### config.mk
export PLATFORM = sky130hd
export DESIGN_NAME = mq_fifo
export DESIGN_NICKNAME = d
export VERILOG_FILES = /design/src/rtl/mq_pkg.sv /design/src/rtl/mq_sel.sv /design/src/rtl/mq_qctrl.sv /design/src/rtl/mq_mem.sv /design/src/rtl/mq_fifo.sv
export SDC_FILE = /design/constraint.sdc
export NUM_CORES = 2
export LEC_CHECK = 0
export BUFFER_PORTS_ARGS = -buffer_cell sky130_fd_sc_hd__buf_2
export CORE_ASPECT_RATIO = 0.5
export CORE_MARGIN = 2
export CORE_UTILIZATION = 61
export CTS_BUF_LIST = sky130_fd_sc_hd__clkbuf_8
export DETAILED_ROUTE_END_ITERATION = 10
export PLACE_DENSITY = 0.79
export SYNTH_ARGS = -nofsm -noshare
export SYNTH_HDL_FRONTEND = slang
export SYNTH_HIERARCHICAL = 1
export SYNTH_SLANG_ARGS = --single-unit
### constraint.sdc
create_clock -name clk -period 9.7 [get_ports clk]
set_input_delay 0.97 -clock clk [delete_from_list [all_inputs] [get_ports clk]]
set_output_delay 0.97 -clock clk [all_outputs]
set_load 0.05 [all_outputs]
### src/rtl/mq_pkg.sv
package mq_pkg;
    localparam int NQ  = 4;   // logical queues
    localparam int QW  = 2;   // queue index width
    localparam int IDW = 3;   // device identifier width
    localparam int AW  = QW + 1 + IDW; // selection address width

    typedef struct packed {
        logic          own;   // this device owns the port
        logic          nul;   // null queue parked
        logic [QW-1:0] q;     // queue index
    } sel_t;
endpackage

### src/rtl/mq_sel.sv
module mq_sel
    import mq_pkg::*;
#(
    parameter logic [IDW-1:0] DEV_ID = 3'd5
) (
    input  logic          clk,
    input  logic          rst_n,
    input  logic          prog_done,
    input  logic          sel_en,
    input  logic [AW-1:0] addr,
    output sel_t          sel_o,
    output logic          chg_o
);
    sel_t s_d, s_q;

    always_comb begin
        s_d   = s_q;
        chg_o = 1'b0;
        if (sel_en && prog_done) begin
            chg_o = 1'b1;
            if (addr[AW-1 -: IDW] == DEV_ID) begin
                s_d.own = 1'b1;
                s_d.nul = addr[QW];
                s_d.q   = addr[QW-1:0];
            end else begin
                s_d.own = 1'b0;
                s_d.nul = 1'b0;
                s_d.q   = '0;
            end
        end
    end

    always_ff @(posedge clk or negedge rst_n) begin
        if (!rst_n) s_q <= '0;
        else        s_q <= s_d;
    end

    assign sel_o = s_q;
endmodule

### src/rtl/mq_qctrl.sv
module mq_qctrl #(
    parameter int DEPTH = 16,
    parameter int AE    = 2,
    parameter int AF    = 2,
    localparam int CW   = $clog2(DEPTH + 1),
    localparam int PW   = $clog2(DEPTH)
) (
    input  logic          clk,
    input  logic          rst_n,
    input  logic          push,
    input  logic          pop,
    input  logic          clr,
    output logic [PW-1:0] wptr,
    output logic [PW-1:0] rptr,
    output logic [CW-1:0] cnt,
    output logic          empty,
    output logic          full,
    output logic          ae_n,
    output logic          af_n
);
    localparam logic [PW-1:0] LAST   = PW'(DEPTH - 1);
    localparam logic [CW-1:0] FULL_C = CW'(DEPTH);
    localparam logic [CW-1:0] AE_C   = CW'(AE);
    localparam logic [CW-1:0] AF_C   = CW'(DEPTH - AF);

    typedef struct packed {
        logic [PW-1:0] wp;
        logic [PW-1:0] rp;
        logic [CW-1:0] cnt;
    } st_t;

    st_t s_d, s_q;

    always_comb begin
        s_d = s_q;
        if (clr) begin
            s_d = '0;
        end else begin
            if (push) s_d.wp = (s_q.wp == LAST) ? '0 : s_q.wp + 1'b1;
            if (pop)  s_d.rp = (s_q.rp == LAST) ? '0 : s_q.rp + 1'b1;
            if (push && !pop)      s_d.cnt = s_q.cnt + 1'b1;
            else if (pop && !push) s_d.cnt = s_q.cnt - 1'b1;
        end
    end

    always_ff @(posedge clk or negedge rst_n) begin
        if (!rst_n) s_q <= '0;
        else        s_q <= s_d;
    end

    assign wptr  = s_q.wp;
    assign rptr  = s_q.rp;
    assign cnt   = s_q.cnt;
    assign empty = (s_q.cnt == '0);
    assign full  = (s_q.cnt == FULL_C);
    assign ae_n  = (s_q.cnt > AE_C);
    assign af_n  = (s_q.cnt < AF_C);
endmodule

### src/rtl/mq_mem.sv
module mq_mem #(
    parameter int DW   = 18,
    parameter int MAW  = 6,
    localparam int NW  = 1 << MAW
) (
    input  logic           clk,
    input  logic           rst_n,
    input  logic           we,
    input  logic [MAW-1:0] waddr,
    input  logic [DW-1:0]  wdata,
    input  logic           re,
    input  logic [MAW-1:0] raddr,
    output logic [DW-1:0]  rdata
);
    logic [DW-1:0] mem [NW];
    logic [DW-1:0] rd_d, rd_q;

    always_ff @(posedge clk) begin
        if (we) mem[waddr] <= wdata;
    end

    always_comb begin
        rd_d = rd_q;
        if (re) rd_d = mem[raddr];
    end

    always_ff @(posedge clk or negedge rst_n) begin
        if (!rst_n) rd_q <= '0;
        else        rd_q <= rd_d;
    end

    assign rdata = rd_q;
endmodule

### src/rtl/mq_fifo.sv
module mq_fifo
    import mq_pkg::*;
#(
    parameter int DW                = 18,
    parameter int DEPTH             = 16,
    parameter logic [IDW-1:0] DEV_ID = 3'd5,
    parameter logic [NQ*8-1:0] AE_LVL = {8'd5, 8'd4, 8'd3, 8'd2},
    parameter logic [NQ*8-1:0] AF_LVL = {8'd2, 8'd3, 8'd4, 8'd5},
    localparam int CW  = $clog2(DEPTH + 1),
    localparam int PW  = $clog2(DEPTH),
    localparam int MAW = QW + PW
) (
    input  logic          clk,
    input  logic          rst_n,
    input  logic          prog_done,
    input  logic          wr_sel,
    input  logic [5:0]    wr_addr,
    input  logic          wr_en,
    input  logic [DW-1:0] wr_data,
    input  logic          rd_sel,
    input  logic [5:0]    rd_addr,
    input  logic          rd_en,
    input  logic          oe_n,
    input  logic          prs_n,
    output logic [DW-1:0] rd_data,
    output logic          empty,
    output logic          almost_empty_n,
    output logic          full,
    output logic          almost_full_n
);
    sel_t wsel, rsel;
    logic wchg, rchg;

    mq_sel #(.DEV_ID(DEV_ID)) u_wsel (
        .clk(clk), .rst_n(rst_n), .prog_done(prog_done),
        .sel_en(wr_sel), .addr(wr_addr), .sel_o(wsel), .chg_o(wchg)
    );

    mq_sel #(.DEV_ID(DEV_ID)) u_rsel (
        .clk(clk), .rst_n(rst_n), .prog_done(prog_done),
        .sel_en(rd_sel), .addr(rd_addr), .sel_o(rsel), .chg_o(rchg)
    );

    // selection age: edges since the last strobe on either port, saturating at 2
    typedef struct packed {
        logic [1:0] age;
    } st_t;
    st_t s_d, s_q;

    always_comb begin
        s_d = s_q;
        if (wchg || rchg)        s_d.age = 2'd0;
        else if (s_q.age != 2'd2) s_d.age = s_q.age + 2'd1;
    end

    always_ff @(posedge clk or negedge rst_n) begin
        if (!rst_n) s_q <= '0;
        else        s_q <= s_d;
    end

    logic wreal, rreal, prs_ok, wr_fire, rd_fire;
    logic          q_empty [NQ];
    logic          q_full  [NQ];
    logic          q_ae_n  [NQ];
    logic          q_af_n  [NQ];
    logic [PW-1:0] q_wp    [NQ];
    logic [PW-1:0] q_rp    [NQ];
    logic [CW-1:0] q_cnt   [NQ];
    logic [NQ*CW-1:0] cnt_all;

    assign wreal  = wsel.own && !wsel.nul;
    assign rreal  = rsel.own && !rsel.nul;
    assign prs_ok = !prs_n && wreal && rreal && (wsel.q == rsel.q) && (s_q.age == 2'd2);
    assign wr_fire = wr_en && wreal && !q_full[wsel.q] && !prs_ok;
    assign rd_fire = rd_en && !oe_n && rreal && !q_empty[rsel.q] && !prs_ok;

    for (genvar i = 0; i < NQ; i++) begin : g_q
        mq_qctrl #(
            .DEPTH(DEPTH),
            .AE(int'(AE_LVL[i*8 +: 8])),
            .AF(int'(AF_LVL[i*8 +: 8]))
        ) u_qc (
            .clk(clk), .rst_n(rst_n),
            .push(wr_fire && (wsel.q == QW'(i))),
            .pop(rd_fire && (rsel.q == QW'(i))),
            .clr(prs_ok && (rsel.q == QW'(i))),
            .wptr(q_wp[i]), .rptr(q_rp[i]), .cnt(q_cnt[i]),
            .empty(q_empty[i]), .full(q_full[i]),
            .ae_n(q_ae_n[i]), .af_n(q_af_n[i])
        );
        assign cnt_all[i*CW +: CW] = q_cnt[i];
    end

    mq_mem #(.DW(DW), .MAW(MAW)) u_mem (
        .clk(clk), .rst_n(rst_n),
        .we(wr_fire), .waddr({wsel.q, q_wp[wsel.q]}), .wdata(wr_data),
        .re(rd_fire), .raddr({rsel.q, q_rp[rsel.q]}), .rdata(rd_data)
    );

    assign empty          = rreal ? q_empty[rsel.q] : 1'b1;
    assign almost_empty_n = rreal ? q_ae_n[rsel.q]  : 1'b0;
    assign full           = wreal ? q_full[wsel.q]  : 1'b1;
    assign almost_full_n  = wreal ? q_af_n[wsel.q]  : 1'b0;
endmodule

==> key figures <==
Clocking
  – Hold-fix buffers, CTS: 0
  – TritonCTS clock tree: done
  – Root Driver: clkbuf_8
  – Clock Path Buffers: 3
  – Clock sink count: 1232
  – Setup repair bufs after CTS: 0
  – H-Tree Depth: 4
  – Clk_lat worst skew: 0.80 ns
  – Worst-path clk slew: 0.07 ns
  – Num CTS Buffers: 165
  – Post_cts resized: 0

Synthesis
  – FF+latch count, synth: 1232
  – Largest cells by area after synthesis: edfxtp_1 (70%), mux4_2 (9.3%), dfrtp_1 (4.0%)
  – Post-synthesis cell type count: 70
  – Post-synth top area share: 0.696
  – Synth warnings: 6
  – Top cells by count, synth: edfxtp_1 (1152), mux4_2 (205), nor2_1 (203), mux2i_1 (175), dfrtp_1 (80)
  – Share of the yosys chip area belonging to registers: 0.736
  – Top FF cell, synth: edfxtp_1
  – Post-synth ARST share: 0.0649
  – Post-Syn Nets: between 2000 and 3000
  – Area leader, netlist: edfxtp_1
  – Cell Area, Synth: 49700 µm²
  – Most frequent cell after synthesis: edfxtp_1
  – EDFF count, synth: 1152
  – Cells after Synth: 2657
  – Mean Syn Cell Area: roughly 19 µm²

STA
  – Fin crit share: 0.602
  – Worst Slack Setup Final: 3.86 ns
  – Hold Vio Cnt, Final: 0
  – Final Skew: 0.0309 ns
  – Slew Limit Fails: 0
  – Fin Setup TNS: 0 ns
  – Setup violations, final: 0
  – Slew margin rel.: 0.0490
  – Fmax: 171 MHz
  – Fin crit period: 5.84 ns
  – Slew @ Worst Pin: approximately 1.4 ns
  – RSZ-0062 raised after global routing: false

Global routing
  – First-pass GRT wire length: 177000 µm
  – Largest net degree at the start of global routing: 137
  – GRT Total Usage: 0.292
  – Total congestion overflow: 0
  – Vias in the first global route: 26853
  – Antenna violations before repair: 1

Place
  – DP Cell Count: 3762
  – HPWL after DPL: 70300 µm
  – Gpl congestion: 0.836
  – Pre-CTS setup slack: around 3.9 ns
  – Port bufs: 60

Setup path
  – Crit end category: flop
  – Worst setup SP type: flop
  – Critical path buffer and inverter count: 3
  – Setup CP Type: flop to flop
  – CP max FO: 61
  – Most used cell along the critical path: buf_4
  – CP delay by family, top: buffers and inverters
  – Worst path slowest cell: mux4_4
  – Worst EP arrival: 6.46 ns
  – Max incr delay on CP: 1.13 ns
  – WP data required: 10.31 ns
  – Worst path cell trace: buf_4 > mux4_4 > buf_4 > buf_4 > mux4_2 > mux2i_1 > nor2_1 > a21oi_1 > o221ai_1

Die
  – Starting Density: 0.621
  – Die X: 408 µm
  – Num ports: 61
  – Die Height: 206 µm
  – Core box area: approximately 80000 µm²
  – Die area: 84000 µm²
  – Rows: 73

Run
  – Max-Cap Viols: 0

Run status
  – Status: complete, no violations

Finish
  – Area Growth Syn to Fin: 9.93%
  – Final std cells w/o fill: 4066
  – Final core utilization: 0.682
  – Antenna diode count: 0
  – Share of cells above drive strength 1: 0.248
  – Nets: between 2000 and 3000

Worst hold path
  – Hold Crit Class: primary input to async pin

Routing
  – Wire length per cell: 29.6 µm
  – Routed vias/inst: ~6.6
  – Vias: 26791
  – Final WL: 120000 µm
  – Pre-Repair DR Iteration Count: 6
  – Antenna-violating nets left: 0
  – DR iter-0 viols: between 4000 and 5000
  – # DRC: 0

Power
  – Leakage power: about 18 nW
  – VDD IR max: 0.000161 V
  – Pwr/cell area: 230 nW/µm²
==> power breakdown <==
part | internal [mW] | switching, mW
Clock | 1.78 | 1.88
Combinational | 1.22 | 1.73
Sequential | 5.88 | 0.0803
==> cell families after synthesis <==
logic type                 share of synthesized area
buffers and inverters                         0.0177
DFF                                            0.736
adders and majority gates                    0.00689
AOI/OAI and AO/OA                             0.0344
muxes                                          0.148
and+or+nand+nor                               0.0520
xor gates and xnor gates                     0.00503
==> worst paths after layout <==
path,from,endpoint,slack (ns),depth (start not counted)
worst max-delay path,u_rsel/sel_o[0],u_mem/rdata[15],3.86,9
worst min-delay path,rst_n,g_q[1].u_qc/wptr[2],0.14,1
worst max register to register,u_rsel/sel_o[0],u_mem/rdata[15],3.86,9
worst min register to register,u_wsel/sel_o[2],u_wsel/sel_o[2],0.53,1
max in group asynchronous,rst_n,u_rsel/sel_o[0],8.33,2
min in group clk,rd_addr[2],u_rsel/sel_o[2],0.44,3
==> layout by cell type, fill, tap and decap left out, drive strengths merged, types with 64 or more instances in the layout <==
cell type	Yosys	layout
a21oi	73	73
buf	90	160
clkbuf	52	182
dfrtp	80	80
edfxtp	1152	1152
inv	24	92
mux2	72	72
mux2i	175	175
mux4	211	211
nand2	64	64
nor2	203	203
==> worst register-to-register path: stages, from the launching register on <==
cell	delay, ns
dfrtp_4	0.57
buf_4	0.63
mux4_4	1.16
buf_4	0.88
buf_4	0.80
mux4_2	0.47
mux2i_1	0.15
nor2_1	0.13
a21oi_1	0.64
o221ai_1	0.25
==> metrics by stage <==
| step | cell area (µm²) | power [mW] | hold WS, ns |
|---|---|---|---|
| after floorplan | 49700 | 8.17 | 0.473 |
| after global placement | 51600 | 8.93 | 0.501 |
| after detailed placement | 51600 | 8.99 | 0.511 |
| after CTS | 54700 | 12.6 | 0.103 |
| after global routing | 54700 | 13.0 | 0.131 |
| final | 54700 | 12.6 | 0.138 |
==> registers in the layout (all words and copies together), names as in the netlist <==
| register | count |
|---|---|
| u_rsel/sel_o | 4 |
| u_wsel/sel_o | 4 |
| g_q.u_qc/cnt | 20 |
| u_mem/rdata | 18 |
| g_q.u_qc/wptr | 16 |
| u_mem/mem | 1152 |
| s_q | 2 |
| g_q.u_qc/rptr | 16 |
==> routing by layer <==
| metal | vias up | track usage | routed length [µm] |
|---|---|---|---|
| li1 | 11143 | - | - |
| met1 | 13689 | 0.418 | 45100 |
| met2 | 1766 | 0.450 | 55800 |
| met3 | 193 | 0.0776 | 16000 |
| met4 | 0 | 0.0899 | 3270 |
| met5 | - | 0 | 0 |
==> final cells by class <==
cell class / instances / area, µm²
Clock buffer: 182 / 2500
Tap cell: 1087 / 1360
Inverter: 24 / 90.1
Timing Repair Buffer: 160 / 1090
Sequential cell: 1232 / 36600
Clock inverter: 122 / 577
Multi-Input combinational cell: 1259 / 12400
Fill cell: 4925 / 25400
Power figures use the tool's default switching activity.
